--- config.mk ---
export PLATFORM = sky130hd
export DESIGN_NAME = predicated_issue_compactor
export DESIGN_NICKNAME = d
export VERILOG_FILES = /design/src/rtl/pec_pkg.sv /design/src/rtl/pec_lane_pick.sv /design/src/rtl/pec_lane_map.sv /design/src/rtl/predicated_issue_compactor.sv
export SDC_FILE = /design/constraint.sdc
export NUM_CORES = 1
export LEC_CHECK = 0
export BUFFER_PORTS_ARGS = -buffer_cell sky130_fd_sc_hd__buf_4
export CAP_MARGIN = 25
export CORE_MARGIN = 4
export CORE_UTILIZATION = 50
export DETAILED_ROUTE_END_ITERATION = 10
export PLACE_DENSITY = 0.67
export SLEW_MARGIN = 0
export SYNTH_ARGS = -nofsm -noshare
export SYNTH_HDL_FRONTEND = slang
export SYNTH_SLANG_ARGS = --single-unit
--- constraint.sdc ---
create_clock -name clk -period 17.3 [get_ports clk]
set_clock_uncertainty 0.05 [all_clocks]
set_input_delay 2.595 -clock clk [delete_from_list [all_inputs] [get_ports clk]]
set_output_delay 2.595 -clock clk [all_outputs]
set_load 0.01 [all_outputs]
--- src/rtl/pec_pkg.sv ---
// Shared definitions for the predicated element issue compactor.
// Assumes nothing beyond IEEE 1800-2017 packages.
package pec_pkg;

    // Handling of elements whose predicate bit is clear.
    typedef enum logic {
        PEC_SKIP = 1'b0,
        PEC_ZERO = 1'b1
    } pec_mode_e;

endpackage

--- src/rtl/pec_lane_pick.sv ---
// Picks the lowest LANES set bits of a pending-element mask, lowest first,
// and reports the mask left over once they are removed.
// Assumes XLEN >= 2. Purely combinational; the chain is LANES stages deep.
module pec_lane_pick #(
    parameter int XLEN  = 32,
    parameter int LANES = 4,
    parameter int IDX_W = $clog2(XLEN)
) (
    input  logic [XLEN-1:0]        pend,
    output logic [LANES-1:0]       pick_valid,
    output logic [LANES*IDX_W-1:0] pick_idx,
    output logic [XLEN-1:0]        rest
);

    // One-hot to binary index.
    function automatic logic [IDX_W-1:0] onehot_to_idx(input logic [XLEN-1:0] oh);
        logic [IDX_W-1:0] r;
        r = '0;
        for (int i = 0; i < XLEN; i++) begin
            if (oh[i]) r = r | IDX_W'(i);
        end
        return r;
    endfunction

    logic [XLEN-1:0] stage [LANES+1];

    assign stage[0] = pend;

    for (genvar l = 0; l < LANES; l++) begin : g_stage
        logic [XLEN-1:0] low_oh;

        // Isolate the lowest pending element for this lane.
        always_comb low_oh = stage[l] & (~stage[l] + XLEN'(1));

        assign pick_valid[l]              = |stage[l];
        assign pick_idx[l*IDX_W +: IDX_W] = onehot_to_idx(low_oh);
        assign stage[l+1]                 = stage[l] & ~low_oh;
    end

    assign rest = stage[LANES];

endmodule

--- src/rtl/pec_lane_map.sv ---
// Turns picked element indices into lane outputs: destination register
// (base plus index, wrapping at 2^REG_W) and a zero-write flag for
// predicate-off elements in zeroing mode.
// Assumes the predicate and base are held stable for the whole operation.
module pec_lane_map
    import pec_pkg::*;
#(
    parameter int XLEN  = 32,
    parameter int LANES = 4,
    parameter int IDX_W = $clog2(XLEN),
    parameter int REG_W = 6
) (
    input  logic [LANES-1:0]       pick_valid,
    input  logic [LANES*IDX_W-1:0] pick_idx,
    input  logic [XLEN-1:0]        pred,
    input  logic [REG_W-1:0]       base,
    input  pec_mode_e              mode,
    output logic [LANES-1:0]       lane_valid,
    output logic [LANES-1:0]       lane_zero,
    output logic [LANES*IDX_W-1:0] lane_elem,
    output logic [LANES*REG_W-1:0] lane_reg
);

    for (genvar l = 0; l < LANES; l++) begin : g_lane
        logic [IDX_W-1:0] idx;

        assign idx = pick_idx[l*IDX_W +: IDX_W];

        // Per-lane field mapping.
        always_comb begin
            lane_valid[l]              = pick_valid[l];
            lane_zero[l]               = pick_valid[l] && (mode == PEC_ZERO) && !pred[idx];
            lane_elem[l*IDX_W +: IDX_W] = idx;
            lane_reg[l*REG_W +: REG_W] = base + REG_W'(idx);
        end
    end

endmodule

--- src/rtl/predicated_issue_compactor.sv ---
// Issues the elements of one predicated vector operation to LANES ALU lanes.
// Active elements are packed into consecutive lanes. In zeroing mode, inactive
// elements are issued as zero-writes in ascending order.
// Assumes XLEN >= 2 and LANES >= 1. Outputs are combinational from state.
module predicated_issue_compactor
    import pec_pkg::*;
#(
    parameter  int XLEN  = 32,
    parameter  int LANES = 4,
    parameter  int REG_W = 6,
    localparam int LEN_W = $clog2(XLEN + 1),
    localparam int IDX_W = $clog2(XLEN)
) (
    input  logic                   clk,
    input  logic                   rst_n,
    input  logic                   start,
    input  logic [LEN_W-1:0]       vec_len,
    input  logic [XLEN-1:0]        pred_mask,
    input  logic                   zero_mode,
    input  logic [REG_W-1:0]       base_reg,
    output logic [LANES-1:0]       lane_valid,
    output logic [LANES-1:0]       lane_zero,
    output logic [LANES*IDX_W-1:0] lane_elem,
    output logic [LANES*REG_W-1:0] lane_reg,
    output logic                   busy,
    output logic                   done
);

    logic             busy_q;
    logic [XLEN-1:0]  pend_q;
    logic [XLEN-1:0]  pred_q;
    logic [REG_W-1:0] base_q;
    pec_mode_e        mode_q;

    logic [XLEN-1:0]  len_mask;
    logic [XLEN-1:0]  work_mask;
    logic [LANES-1:0] pick_valid;
    logic [LANES*IDX_W-1:0] pick_idx;
    logic [XLEN-1:0]  rest;

    // Elements below the (clamped) vector length.
    always_comb begin
        for (int i = 0; i < XLEN; i++) begin
            len_mask[i] = (LEN_W'(i) < vec_len);
        end
    end

    // Elements that will be issued: all in zeroing mode, active ones otherwise.
    always_comb work_mask = zero_mode ? len_mask : (len_mask & pred_mask);

    pec_lane_pick #(
        .XLEN  (XLEN),
        .LANES (LANES),
        .IDX_W (IDX_W)
    ) u_pick (
        .pend       (busy_q ? pend_q : '0),
        .pick_valid (pick_valid),
        .pick_idx   (pick_idx),
        .rest       (rest)
    );

    pec_lane_map #(
        .XLEN  (XLEN),
        .LANES (LANES),
        .IDX_W (IDX_W),
        .REG_W (REG_W)
    ) u_map (
        .pick_valid (pick_valid),
        .pick_idx   (pick_idx),
        .pred       (pred_q),
        .base       (base_q),
        .mode       (mode_q),
        .lane_valid (lane_valid),
        .lane_zero  (lane_zero),
        .lane_elem  (lane_elem),
        .lane_reg   (lane_reg)
    );

    assign busy = busy_q;
    assign done = busy_q && (rest == '0);

    // Operation state: capture on idle start, retire picked elements while busy.
    always_ff @(posedge clk) begin
        if (!rst_n) begin
            busy_q <= 1'b0;
            pend_q <= '0;
            pred_q <= '0;
            base_q <= '0;
            mode_q <= PEC_SKIP;
        end else if (busy_q) begin
            pend_q <= rest;
            if (done) busy_q <= 1'b0;
        end else if (start) begin
            busy_q <= 1'b1;
            pend_q <= work_mask;
            pred_q <= pred_mask;
            base_q <= base_reg;
            mode_q <= zero_mode ? PEC_ZERO : PEC_SKIP;
        end
    end

    AST_RESET_IDLE: assert property (@(posedge clk) !rst_n |=> !busy && lane_valid == '0);

    AST_LANES_PACKED: assert property (@(posedge clk) disable iff (!rst_n)
        ((lane_valid + LANES'(1)) & lane_valid) == '0);

    AST_IDLE_QUIET: assert property (@(posedge clk) disable iff (!rst_n)
        !busy |-> (lane_valid == '0 && !done));

    AST_DONE_RETIRES: assert property (@(posedge clk) disable iff (!rst_n)
        done |=> !busy);

    AST_CAPTURE_HELD: assert property (@(posedge clk) disable iff (!rst_n)
        busy && start |=> $stable(base_q) && $stable(mode_q) && $stable(pred_q));

    AST_SKIP_NO_ZERO: assert property (@(posedge clk) disable iff (!rst_n)
        (busy && mode_q == PEC_SKIP) |-> lane_zero == '0);

    for (genvar l = 1; l < LANES; l++) begin : g_order_chk
        AST_LANE_ASCENDING: assert property (@(posedge clk) disable iff (!rst_n)
            lane_valid[l] |-> lane_elem[l*IDX_W +: IDX_W] > lane_elem[(l-1)*IDX_W +: IDX_W]);
    end

endmodule

Word-level counts from Yosys, hierarchy flattened --
Index checks and enable logic that the tools add are counted. W data, S select, Z words.
Operators by class: add/sub/neg operators 8, magnitude comparators 36, equal/unequal tests 4, muxes and demuxes 163, bitwise gates (word level) 17, reduce and logical (&&, ||, !) cells 20
Operators by type and width (count):
- $mux W32 | 12
- $mux W5 | 64
- $and A32 B32 Y32 | 9
- $not A32 Y32 | 8
- $add A32 B1 Y32 const B | 4
- $mux W4 | 32
- $reduce_or A32 Y1 | 4
- $lt A5 B6 Y1 const A | 16
- $lt A4 B6 Y1 const A | 8
- $mux W3 | 16
- $logic_not A32 Y1 | 1
- $mux W6 | 5
- $add A6 B5 Y6 | 4
- $lt A3 B6 Y1 const A | 4
- $lt A5 B6 Y1 const B | 4
- $mux W1 | 22
- $bmux W1 S5 | 4
- $mux W2 | 8
- $lt A1 B6 Y1 const A | 2
- $lt A2 B6 Y1 const A | 2
- $logic_and A1 B1 Y1 | 9
- $logic_not A1 Y1 | 4
- $reduce_and A2 Y1 | 2
- $ne A3 B1 Y1 const B | 1
- other kinds (3) | 3
Storage, ports and cells: register bits 72, input port bits 48, output and inout port bits 54, logic and storage cells 253

Depth between registers and ports, before layout --
Gate-level depths: netlist of run 1.
word-level depth 54, depth in mapped cells 25, mapped depth without buffers 18

Modules after synthesis --
A second synthesis of run 1 with hierarchy kept.
Unflattened totals: cells, all modules 1254, area total of the unflattened synthesis 9369.0 um^2
Modules (own cells, without submodules):
- predicated_issue_compactor | instances 1, cells an instance 454, area each 3652.3 um^2, sequential area each 1441.4 um^2
- pec_lane_pick | instances 1, cells an instance 605, area each 3626.0 um^2, sequential area each 0.0 um^2
- pec_lane_map | instances 1, cells an instance 195, area each 2090.8 um^2, sequential area each 0.0 um^2

Worst setup path after synthesis of run 1 --
Ideal clock, no wire load.
path kind flip-flop to output port, from reg pend_q[0], to out lane_reg[23], arrival time 5.406 ns, data required time 14.655 ns, path slack 9.249 ns, cell stages (with the launch flop) 24, buffers on the path 5, path through dfxtp_1 -> buf_6 -> nor4_4 -> buf_6 -> a31oi_2 -> a311o_4 -> nor4_4 -> nand4_4 -> a2111o_1 -> nor3_2 -> nand2_1 -> a21boi_1 -> or3b_1 -> buf_2 -> nor4_1 -> or3b_1 -> buf_4 -> buf_6 -> ha_1 -> a21o_1 -> a21oi_1 -> o21bai_1 -> a21oi_1 -> xnor2_1
On the way: elaborated cells between the ends (all ways) 51, those cells by class add/sub (5); mux (32); bitwise (14)
RTL lines:
- start, declared | RTL line predicated_issue_compactor.sv:30 | logic [XLEN-1:0] pend_q;
- start signal, assigned | RTL line predicated_issue_compactor.sv:91 | pend_q <= rest;
- start signal, assigned | RTL line predicated_issue_compactor.sv:95 | pend_q <= work_mask;
- $mux W32 (*) | RTL line predicated_issue_compactor.sv:56 | .pend (busy_q ? pend_q : '0),
- $not A32 Y32 | RTL line pec_lane_pick.sv:33 | always_comb low_oh = stage[l] & (~stage[l] + XLEN'(1));
- $add A32 B1 Y32 | RTL line pec_lane_pick.sv:33
- $and A32 B32 Y32 | RTL line pec_lane_pick.sv:33
- $not A32 Y32 | RTL line pec_lane_pick.sv:37 | assign stage[l+1] = stage[l] & ~low_oh;
- $and A32 B32 Y32 (*) | RTL line pec_lane_pick.sv:37
- $not A32 Y32 | RTL line pec_lane_pick.sv:33
- $add A32 B1 Y32 | RTL line pec_lane_pick.sv:33
- (+10 left out)
- $and A32 B32 Y32 (*) | RTL line pec_lane_pick.sv:33
- $mux W2 (2 in a row) | RTL line pec_lane_pick.sv:20 | if (oh[i]) r = r | IDX_W'(i);
- $mux W3 (4 in a row) | RTL line pec_lane_pick.sv:20
- $mux W4 (8 in a row) | RTL line pec_lane_pick.sv:20
- $mux W5 (15 in a row) | RTL line pec_lane_pick.sv:20
- $mux W5 (*) | RTL line pec_lane_pick.sv:20
- via lane_elem[16] | RTL line predicated_issue_compactor.sv:23 | output logic [LANES*IDX_W-1:0] lane_elem,
- $add A6 B5 Y6 (*) | RTL line pec_lane_map.sv:34 | lane_reg[l*REG_W +: REG_W] = base + REG_W'(idx);
- end, declared | RTL line predicated_issue_compactor.sv:24 | output logic [LANES*REG_W-1:0] lane_reg,
The timed path passes the listed nets; every way through them passes the cells marked *.

Final worst setup path of run 1 --
from reg pend_q[1], to out lane_reg[23]
On the way: cells in the longest elaborated chain, start to end 51
Ends and longest elaborated chain (RTL line):
- $mux W32 (*) | predicated_issue_compactor.sv:56
- $not A32 Y32 | pec_lane_pick.sv:33
- $add A32 B1 Y32 | pec_lane_pick.sv:33
- $and A32 B32 Y32 | pec_lane_pick.sv:33
- $not A32 Y32 | pec_lane_pick.sv:37
- $and A32 B32 Y32 (*) | pec_lane_pick.sv:37
- $not A32 Y32 | pec_lane_pick.sv:33
- $add A32 B1 Y32 | pec_lane_pick.sv:33
- (+10 left out)
- $and A32 B32 Y32 (*) | pec_lane_pick.sv:33
- $mux W1 | pec_lane_pick.sv:20
- $mux W2 (2 in a row) | pec_lane_pick.sv:20
- $mux W3 (4 in a row) | pec_lane_pick.sv:20
- $mux W4 (8 in a row) | pec_lane_pick.sv:20
- $mux W5 (15 in a row) | pec_lane_pick.sv:20
- $mux W5 (*) | pec_lane_pick.sv:20
- $add A6 B5 Y6 (*) | pec_lane_map.sv:34
Every way passes the cells marked *; elsewhere a longest branch is shown, timed or not.

==> results of run 1 <==
kinds of logic after synthesis:
family,after synthesis,share of synthesized area
fa+ha+maj,33,0.0433
compound gates,503,0.365
mux,73,0.0845
simple gates,532,0.279
buf+inv,123,0.0608
flops,72,0.148
xor+xnor,21,0.0189
cells in the final DEF, fill, tap and decap left out, types with 14 or more instances in the layout:
master / count
nand2_1: 204
buf_4: 117
o21ai_0: 102
nor2_1: 101
a21oi_1: 92
dfxtp_1: 71
mux2i_1: 52
a21boi_0: 47
nor3_1: 39
nand3_1: 37
a31oi_1: 29
o211ai_1: 29
inv_1: 24
ha_1: 20
a211oi_1: 18
and3_1: 16
a21o_1: 16
xnor2_1: 16
and2_1: 15
nand4_1: 15
mux2_2: 14
metrics by stage:
step / cell area [sq um] / worst slack (ns)
floorplan: 9710 / 9.25
global placement: 10400 / 7.63
detailed placement: 10400 / 7.58
CTS: 10800 / 7.19
global route: 10800 / 6.47
finish: 10800 / 7.01
report_power, final:
group	switching, W	internal [W]
sequential	0.0000356	0.000179
combinational	0.000335	0.000214
clock	0.0000753	0.000134
how the worst max path moves through the flow:
stage                    to                   start  cells after the start
6_report       lane_reg[23]  pend_q[1]$_SDFFE_PN0P_                     19
3_5_place_dp   lane_reg[23]  pend_q[1]$_SDFFE_PN0P_                     19
3_3_place_gp   lane_reg[23]  pend_q[1]$_SDFFE_PN0P_                     19
4_1_cts        lane_reg[23]  pend_q[1]$_SDFFE_PN0P_                     19
5_1_grt        lane_reg[23]  pend_q[1]$_SDFFE_PN0P_                     19
2_1_floorplan  lane_reg[23]  pend_q[0]$_SDFFE_PN0P_                     23
sequential cells by signal, summed over array words and instances (netlist names):
signal,count
pend_q,32
busy,1
base_q,6
mode_q,1
pred_q,32
final cells by class:
| type | count | area share |
|---|---|---|
| clock buffers | 11 | 0.0234 |
| clock inverters | 5 | 0.00731 |
| inverters | 24 | 0.00835 |
| multi-input cells | 1162 | 0.713 |
| flip-flops and latches | 72 | 0.134 |
| well taps | 260 | 0.0302 |
| repair buffers | 119 | 0.0843 |
metal layers:
metal | vias to the layer above | track usage | share of wire
met1 | 5447 | 0.496 | 0.43
met3 | 112 | 0.0676 | 0.11
met5 | - | 0 | 0
li1 | 5243 | - | -
met4 | 0 | 0.110 | 0.038
met2 | 680 | 0.530 | 0.43
critical path: stages (launching register included):
cell      delay, ns
dfxtp_1        0.54
nor4_4         0.77
a31oi_1        0.47
a311o_4        0.51
nor4_4         0.51
nand2_2        0.24
o31ai_1        0.66
nand2_1        0.25
o21ai_2        0.31
a21boi_1       0.16
or3b_1         0.51
nor4_1         0.29
or3b_1         0.73
ha_1           0.37
a21o_1         0.17
a21oi_1        0.23
o21bai_1       0.09
a21oi_1        0.17
xnor2_1        0.14
buf_4          0.14
==> impl_results.md, run 1 <==
* Nets at 1460
* Capture instance of the worst register-to-register path: busy$_SDFFE_PN0P_
* Starting DRT DRC Count at 1271
* VDD IR max at 50.9 uV
* Run status: complete, no violations
* Number of sinks on the clock net at 72
* H-tree Lvls at 3
* Fill cell total of the finished layout at 1863
* Wire length of the first global-routing pass at 60600 microns
* HPWL reported at the end of detailed placement at 30600 microns
* Top cell types by occurrence after synthesis: nand2_1 (204), nor2_1 (102), o21ai_0 (102), a21oi_1 (92), dfxtp_1 (72)
* Arrival time at the worst endpoint at 7.65 ns
* Hold/Removal Path Class: register to register
* Top cell type by total area after synthesis: dfxtp_1
* Row cnt at 50
* Total DRC errors in the routed layout at 0
* Number of maximum-capacitance violations at 0
* Total Routing Usage GR at 0.348
* Synth top area share at 0.148
* Leakage power total at 4.27 nW
* Final critical-path share of the clock period at 0.595
* Setup repair after global routing missed its margin: false
* Number of global-route vias before repair at 10300
* Die footprint at 21700 sq um
* Number of vias after detailed routing at 11500
* Placer congestion estimate at 0.997
* Boundary pin count at 102
* Combined area of the multi-input logic cells at 7680 sq um
* Syn_nets at 1429
* Top flip-flop cell by instance count after synthesis: dfxtp_1
* Transition time at the pin with the least slew margin at 1.06 ns
* Mean post-synth cell area at 7.15 sq um
* Worst slew margin relative to its limit at 0.291
* Final Instance Count excl. Fillers at 1653
* Die width at 147 microns
* Sequential cell area at 1440 sq um
* Ant diodes at 0
* Launching element type of the critical path: register
* Yosys Warn Count at 0
* Overall power at 0.000973 W
* Top area cells in the synthesized netlist: dfxtp_1 (15%), nand2_1 (7.9%), mux2i_1 (5.4%), o21ai_0 (5.3%), a21oi_1 (4.7%)
* R2r startpoint: pend_q[1]$_SDFFE_PN0P_
* Area growth syn-to-layout at 11.1%
* Die height at 147 microns
* Placeable Area at 18900 sq um
* Number of register bits inferred by synthesis at 72
* Number of buffers inserted by port buffering at 101
* Number of instances in the placed design at 1636
* Final core area utilization at 0.571
* Later-pin clock latency in the skew report at 0.34 ns
* Total of endpoints with negative setup slack in the final report at 0
* Post-CTS clock slew at the launch and capture registers of the worst setup and hold paths at 0.07 ns
* Layout cell share with drive strength beyond 1 at 0.156
* Minimum hold slack at 0.466 ns
* Final number of hold-violating endpoints at 0
* Initial DRT Pass Iterations at 6
* Cell count of the worst hold path at 2
* Source of the worst hold timing path: pred_q[15]$_SDFFE_PN0P_
* Clock root buffer: clkbuf_16
* Hold worst-path end: pred_q[15]$_SDFFE_PN0P_
* Netlist area before placement at 9710 sq um
* Clock tree buffer depth at 2
* CTS buffer count at 9
* ANT nets after route at 0
* Resized cells post-CTS at 0
* Top fanout value on the critical path at 23
* TritonCTS clock tree: built
* Gate Count Post-Synth at 1357
* CTS Hold Bufs at 0
* Dominant cell by count in the synthesized netlist: nand2_1
* Power density normalized to cell area at 90.2 nW/um^2
* Initial core utilization at 0.514
* Setup TNS after final layout at 0 ns
* Shortest period the worst path allows at 10.29 ns
* Register-to-register path setup slack at 10.97 ns
* Remaining Overflow, GRT at 0
* Pin count of the biggest net entering global routing at 73
* Required time of the critical path at 14.66 ns
* Final Max Tran Viols at 0
* Reg2Reg Depth at 15
* Category of the most critical setup path: register to output pin
* Count of cell types in the netlist at 111
* Post-CTS setup-driven buffer insertion count at 0
* Number of flops mapped to enable cells by yosys at 0
* Wire length reported by the detailed router at 39300 microns
* Sequential area share after synthesis at 0.148
* Initial antenna violation count at 0
* Share of synthesized registers carrying an async set or reset at 0
* Worst setup EP type: output pin
* Routed wire length per instance at 23.8 microns
* Detail-routed via count per cell at 6.95
* Fmax at 97.1 MHz
Note: power is estimated with default switching activity, not from simulation.
==> inputs of run 2 (changes only) <==
==> constraint.sdc (replaced) <==
create_clock -name clk -period 10.3 [get_ports clk]
set_clock_uncertainty 0.05 [all_clocks]
set_input_delay 1.545 -clock clk [delete_from_list [all_inputs] [get_ports clk]]
set_output_delay 1.545 -clock clk [all_outputs]
set_load 0.01 [all_outputs]
==> run 2 against run 1 <==
Worst hold slack improved by 0.021 ns. Setup slack got worse by 6.1 ns. Total power increased by 73%. Largest cell class unchanged. Count of clock-buffer cells in the layout decreased by 1. Clock power increased by 89%. Critical path depth unchanged. Wire length increased by 2.4%.
==> impl_results.md, run 2 (same netlist as run 1, synthesis figures left out) <==
* Clock root buffer: clkbuf_16
* Setup repair after global routing missed its margin: false
* VDD IR max at 82.3 uV
* Number of sinks on the clock net at 72
* Total of endpoints with negative setup slack in the final report at 0
* TritonCTS clock tree: built
* Run status: complete, no violations
* Number of maximum-capacitance violations at 0
* Later-pin clock latency in the skew report at 0.34 ns
* Required time of the critical path at 8.71 ns
* Final critical-path share of the clock period at 0.917
* Reg2Reg Depth at 15
* Nets at 1460
* Leading registers by flop count: pend_q x32, pred_q x32, base_q x6
* Power density normalized to cell area at 155 nW/um^2
* Starting DRT DRC Count at 1395
* Area growth syn-to-layout at 11.6%
* Worst setup EP type: output pin
* R2r startpoint: pend_q[1]$_SDFFE_PN0P_
* Leading cell types in the layout, fill and taps excluded: nand2_1 (204), buf_4 (117), o21ai_0 (102)
* Layout cell share with drive strength beyond 1 at 0.157
* Placer congestion estimate at 0.979
* Source of the critical timing path: pend_q[2]$_SDFFE_PN0P_
* Die width at 147 microns
* Routed wire length per instance at 24.3 microns
* Final Max Tran Viols at 0
* H-tree Lvls at 3
* CTS Hold Bufs at 0
* Arrival time at the worst endpoint at 7.85 ns
* Register-to-register path setup slack at 3.96 ns
* Setup TNS after final layout at 0 ns
* Most frequent standard cell in the layout excluding fill and tap cells: nand2_1
* Transition time at the pin with the least slew margin at 1.24 ns
* Post-CTS clock slew at the launch and capture registers of the worst setup and hold paths at 0.06 ns
* Hold/Removal Path Class: register to register
* Final number of hold-violating endpoints at 0
* Leakage power total at 4.29 nW
* Launching element type of the critical path: register
* Row cnt at 50
* Top fanout value on the critical path at 24
* Clock tree buffer depth at 2
* Category of the most critical setup path: register to output pin
* Die height at 147 microns
* Ant diodes at 0
* Initial antenna violation count at 0
* Total DRC errors in the routed layout at 0
* Total Routing Usage GR at 0.355
* Worst slew margin relative to its limit at 0.153
* Detail-routed via count per cell at 6.93
* Initial DRT Pass Iterations at 6
* Placeable Area at 18900 sq um
* ANT nets after route at 0
* Minimum setup slack in the final design at 0.859 ns
* Initial core utilization at 0.514
* Remaining Overflow, GRT at 0
* Number of buffers inserted by port buffering at 101
* Boundary pin count at 102
* Setup slack after placement at 1.39 ns
* HPWL reported at the end of detailed placement at 31300 microns
* Wire length of the first global-routing pass at 61500 microns
* Pin count of the biggest net entering global routing at 73
* Number of vias after detailed routing at 11500
* Worst setup path end: lane_reg[23]
* Shortest period the worst path allows at 9.44 ns
* Die footprint at 21700 sq um
* Wire length reported by the detailed router at 40200 microns
* Number of global-route vias before repair at 10200
* CTS buffer count at 9
* Fmax at 106 MHz
* Capture instance of the worst register-to-register path: busy$_SDFFE_PN0P_
* Resized cells post-CTS at 0
* Post-CTS setup-driven buffer insertion count at 0
## run 2: changes by cell type in the layout (fill, tap and decap cells not counted), sizes merged
cell    delta
bufinv     +2
clkbuf     -1
clkinv     -2
## run 2: metrics by stage
| stage | total power [W] | cell area [sq um] | util | hold slack, ns | instances |
|---|---|---|---|---|---|
| finish | 0.00168 | 10800 | 0.573 | 0.487 | 1652 |
| detailed placement | 0.00125 | 10400 | 0.552 | 0.477 | 1635 |
| global route | 0.00176 | 10800 | 0.573 | 0.508 | 1652 |
| CTS | 0.00165 | 10800 | 0.571 | 0.484 | 1650 |
| floorplan | 0.000946 | 9710 | - | 0.422 | 1357 |
| global placement | 0.00125 | 10400 | 0.552 | 0.466 | 1635 |
## run 2: worst max-delay path: stages (launching register included)
cell and delay (ns):
dfxtp_1 0.56, or4_1 0.78, o21ai_4 0.30, a221oi_2 0.12, o21ai_2 0.66, a22oi_1 0.28
o21ai_0 0.52, nand3_1 0.31, a21oi_1 0.74, nand4_1 0.33, or3b_1 0.53, nor4_1 0.32
or3b_1 0.71, ha_1 0.37, a21o_1 0.18, a21oi_1 0.22, o21bai_1 0.09, a21oi_1 0.18
xnor2_1 0.14, buf_4 0.14
## run 2: final cells by class
class	instances	area, sq um
well taps	260	325
fillers	1900	8060
inverters	24	90.1
flip-flops and latches	72	1440
clock buffers	10	239
clock inverters	5	129
multi-input cells	1162	7680
repair buffers	119	921
## run 2: how the worst min path moves through the flow
stage / from / end / slack [ns] / cells after the start
2_1_floorplan: pred_q[5]$_SDFFE_PN0P_ / pred_q[5]$_SDFFE_PN0P_ / 0.42 / 2
3_3_place_gp: pred_q[31]$_SDFFE_PN0P_ / pred_q[31]$_SDFFE_PN0P_ / 0.47 / 2
3_5_place_dp: pred_q[9]$_SDFFE_PN0P_ / pred_q[9]$_SDFFE_PN0P_ / 0.48 / 2
4_1_cts: pred_q[31]$_SDFFE_PN0P_ / pred_q[31]$_SDFFE_PN0P_ / 0.48 / 2
5_1_grt: pred_q[9]$_SDFFE_PN0P_ / pred_q[9]$_SDFFE_PN0P_ / 0.51 / 2
6_report: pred_q[31]$_SDFFE_PN0P_ / pred_q[31]$_SDFFE_PN0P_ / 0.49 / 2
## run 2: per-layer routing
layer,up-vias,share of wire,track usage
met1,5446,0.43,0.506
met2,651,0.43,0.525
met3,105,0.10,0.0688
met4,0,0.044,0.144
li1,5248,-,-
met5,-,0,0
## run 2: power by group
| group | leakage (nW) | total, W | internal [W] | switching [W] |
|---|---|---|---|---|
| Clock | 0.179 | 0.000394 | 0.000267 | 0.000127 |
| Combinational | 3.52 | 0.000924 | 0.000362 | 0.000562 |
| Sequential | 0.594 | 0.000364 | 0.000300 | 0.0000637 |
==> inputs of run 3 (changes only) <==
--- a/config.mk
+++ b/config.mk
@@ -7,11 +7,12 @@
 export LEC_CHECK = 0
 export BUFFER_PORTS_ARGS = -buffer_cell sky130_fd_sc_hd__buf_4
 export CAP_MARGIN = 25
+export CELL_PAD_IN_SITES_DETAIL_PLACEMENT = 1
+export CELL_PAD_IN_SITES_GLOBAL_PLACEMENT = 1
 export CORE_MARGIN = 4
-export CORE_UTILIZATION = 50
+export CORE_UTILIZATION = 45
 export DETAILED_ROUTE_END_ITERATION = 10
-export PLACE_DENSITY = 0.67
-export SLEW_MARGIN = 0
+export PLACE_DENSITY = 0.81
 export SYNTH_ARGS = -nofsm -noshare
 export SYNTH_HDL_FRONTEND = slang
 export SYNTH_SLANG_ARGS = --single-unit
==> run 3 against run 2 <==
Non-clock buffer count down 1. Combinational power up 2%. Design area down 0.40%. Flip-flop and latch count unchanged. Largest cell class unchanged. Highest routed layer unchanged.
==> impl_results.md, run 3 (same netlist as run 1, synthesis figures left out) <==
* Register-to-register path setup slack at 4.11 ns
* Placeable Area at 21200 sq um
* Final critical-path share of the clock period at 0.936
* Number of global-route vias before repair at 11600
* Area growth syn-to-layout at 11.1%
* Row cnt at 53
* HPWL reported at the end of detailed placement at 34200 microns
* Number of buffers inserted by port buffering at 101
* CTS Hold Bufs at 0
* Internal at 0.000876 W
* Setup repair after global routing missed its margin: false
* Initial DRT Pass Iterations at 5
* Most frequent standard cell in the layout excluding fill and tap cells: nand2_1
* Pin count of the biggest net entering global routing at 73
* Initial core utilization at 0.459
* Placer congestion estimate at 0.986
* Required time of the critical path at 8.71 ns
* R2r startpoint: pend_q[2]$_SDFFE_PN0P_
* Run status: complete, no violations
* Share of total power in sequential cells at 0.219
* H-tree Lvls at 3
* Final number of hold-violating endpoints at 0
* Initial antenna violation count at 0
* Boundary pin count at 102
* ANT nets after route at 0
* Capture instance of the worst register-to-register path: busy$_SDFFE_PN0P_
* Wire length of the first global-routing pass at 68700 microns
* Remaining Overflow, GRT at 0
* Total Routing Usage GR at 0.363
* Leading registers by flop count: pend_q x32, pred_q x32, base_q x6
* Sw power at 0.000792 W
* Worst slew margin relative to its limit at 0.239
* Routed wire length per instance at 27.0 microns
* Ant diodes at 0
* Arrival time at the worst endpoint at 8.04 ns
* Number of vias after detailed routing at 11800
* Clock tree buffer depth at 2
* Hold worst-path end: pred_q[17]$_SDFFE_PN0P_
* Final Max Tran Viols at 0
* Reg2Reg Depth at 17
* Number of sinks on the clock net at 72
* Fmax at 104 MHz
* Leakage power total at 4.27 nW
* Detail-routed via count per cell at 7.10
* Total DRC errors in the routed layout at 0
* Fill cell total of the finished layout at 2745
* Launching element type of the critical path: register
* Cell count of the worst hold path at 2
* Total of endpoints with negative setup slack in the final report at 0
* Setup TNS after final layout at 0 ns
* Number of maximum-capacitance violations at 0
* Post-CTS clock slew at the launch and capture registers of the worst setup and hold paths at 0.07 ns
* Resized cells post-CTS at 0
* Power density normalized to cell area at 155 nW/um^2
* Post-CTS setup-driven buffer insertion count at 0
* Worst setup EP type: output pin
* Nets at 1459
* Starting DRT DRC Count at 1263
* Clock Power Share at 0.216
* Top fanout value on the critical path at 24
* Wire length reported by the detailed router at 45100 microns
* Overall power at 0.00167 W
* Layout cell share with drive strength beyond 1 at 0.156
* Fraction of power spent switching nets at 0.475
* Transition time at the pin with the least slew margin at 1.14 ns
* Category of the most critical setup path: register to output pin
* Die footprint at 24000 sq um
* Source of the worst hold timing path: pred_q[17]$_SDFFE_PN0P_
* Die height at 155 microns
* Leading cell types in the layout, fill and taps excluded: nand2_1 (204), buf_4 (116), o21ai_0 (102)
* Final core area utilization at 0.510
* CTS buffer count at 9
* Combinational cell fraction of total power at 0.564
* Clock root buffer: clkbuf_16
* Die width at 155 microns
* TritonCTS clock tree: built
* Later-pin clock latency in the skew report at 0.36 ns
* Hold/Removal Path Class: register to register
* Shortest period the worst path allows at 9.64 ns
* VDD IR max at 84.3 uV
[run 3: per-stage QoR]
step                hold slack, ns  cells  area (sq um)  setup WS [ns]
finish                       0.486   1667         10800          0.660
global route                 0.538   1667         10800          0.231
CTS                          0.478   1665         10800          0.897
detailed placement           0.481   1649         10400           1.38
global placement             0.451   1649         10400           1.46
floorplan                    0.422   1357          9710           3.30
[run 3: per-layer routing]
metal  wire length, microns  global-route usage  share of wire  up-vias
met3                   4290              0.0676          0.095      144
met5                      0                   0              0        -
li1                       -                   -              -     5240
met2                  20200               0.567           0.45      649
met4                   2180               0.157          0.048        0
met1                  18400               0.491           0.41     5801
[run 3: final cells by class]
type | instances | area (sq um) | share of cell area
clock buffer | 10 | 239 | 0.0222
clock inverter | 6 | 92.6 | 0.00858
inverter | 24 | 90.1 | 0.00835
multi-input combinational | 1162 | 7680 | 0.712
sequential | 72 | 1440 | 0.134
tap | 275 | 344 | 0.0319
timing repair buffer | 118 | 895 | 0.0829
[run 3: how the worst max path moves through the flow]
stage	slack, ns	to	start	cells after the start
floorplan	3.30	lane_reg[23]	pend_q[0]$_SDFFE_PN0P_	23
global placement	1.46	lane_reg[23]	pend_q[1]$_SDFFE_PN0P_	20
detailed placement	1.38	lane_reg[23]	pend_q[2]$_SDFFE_PN0P_	20
CTS	0.90	lane_reg[23]	pend_q[2]$_SDFFE_PN0P_	20
global route	0.23	lane_reg[23]	pend_q[2]$_SDFFE_PN0P_	17
finish	0.66	lane_reg[23]	pend_q[2]$_SDFFE_PN0P_	20
[run 3: power groups by stage]
stage | logic (W) | registers (W) | clock network [W]
5_1_grt | 0.000995 | 0.000368 | 0.000376
3_5_place_dp | 0.000910 | 0.000367 | 0
3_3_place_gp | 0.000889 | 0.000366 | 0
4_1_cts | 0.000917 | 0.000361 | 0.000363
2_1_floorplan | 0.000622 | 0.000324 | 0
6_report | 0.000941 | 0.000366 | 0.000361
[run 3: critical path: stages (launching register included)]
cell	delay [ns]
dfxtp_1	0.59
or4_1	0.85
o31ai_2	0.44
a311oi_1	0.23
a211oi_1	0.67
a221oi_1	0.41
nor4_4	0.44
nand3_1	0.32
a21oi_1	0.22
buf_4	0.21
nand4_1	0.18
or3b_1	0.54
nor4_1	0.29
or3b_1	0.76
ha_1	0.38
a21o_1	0.18
a21oi_1	0.30
o21bai_1	0.16
a21oi_1	0.20
xnor2_1	0.15
buf_4	0.15
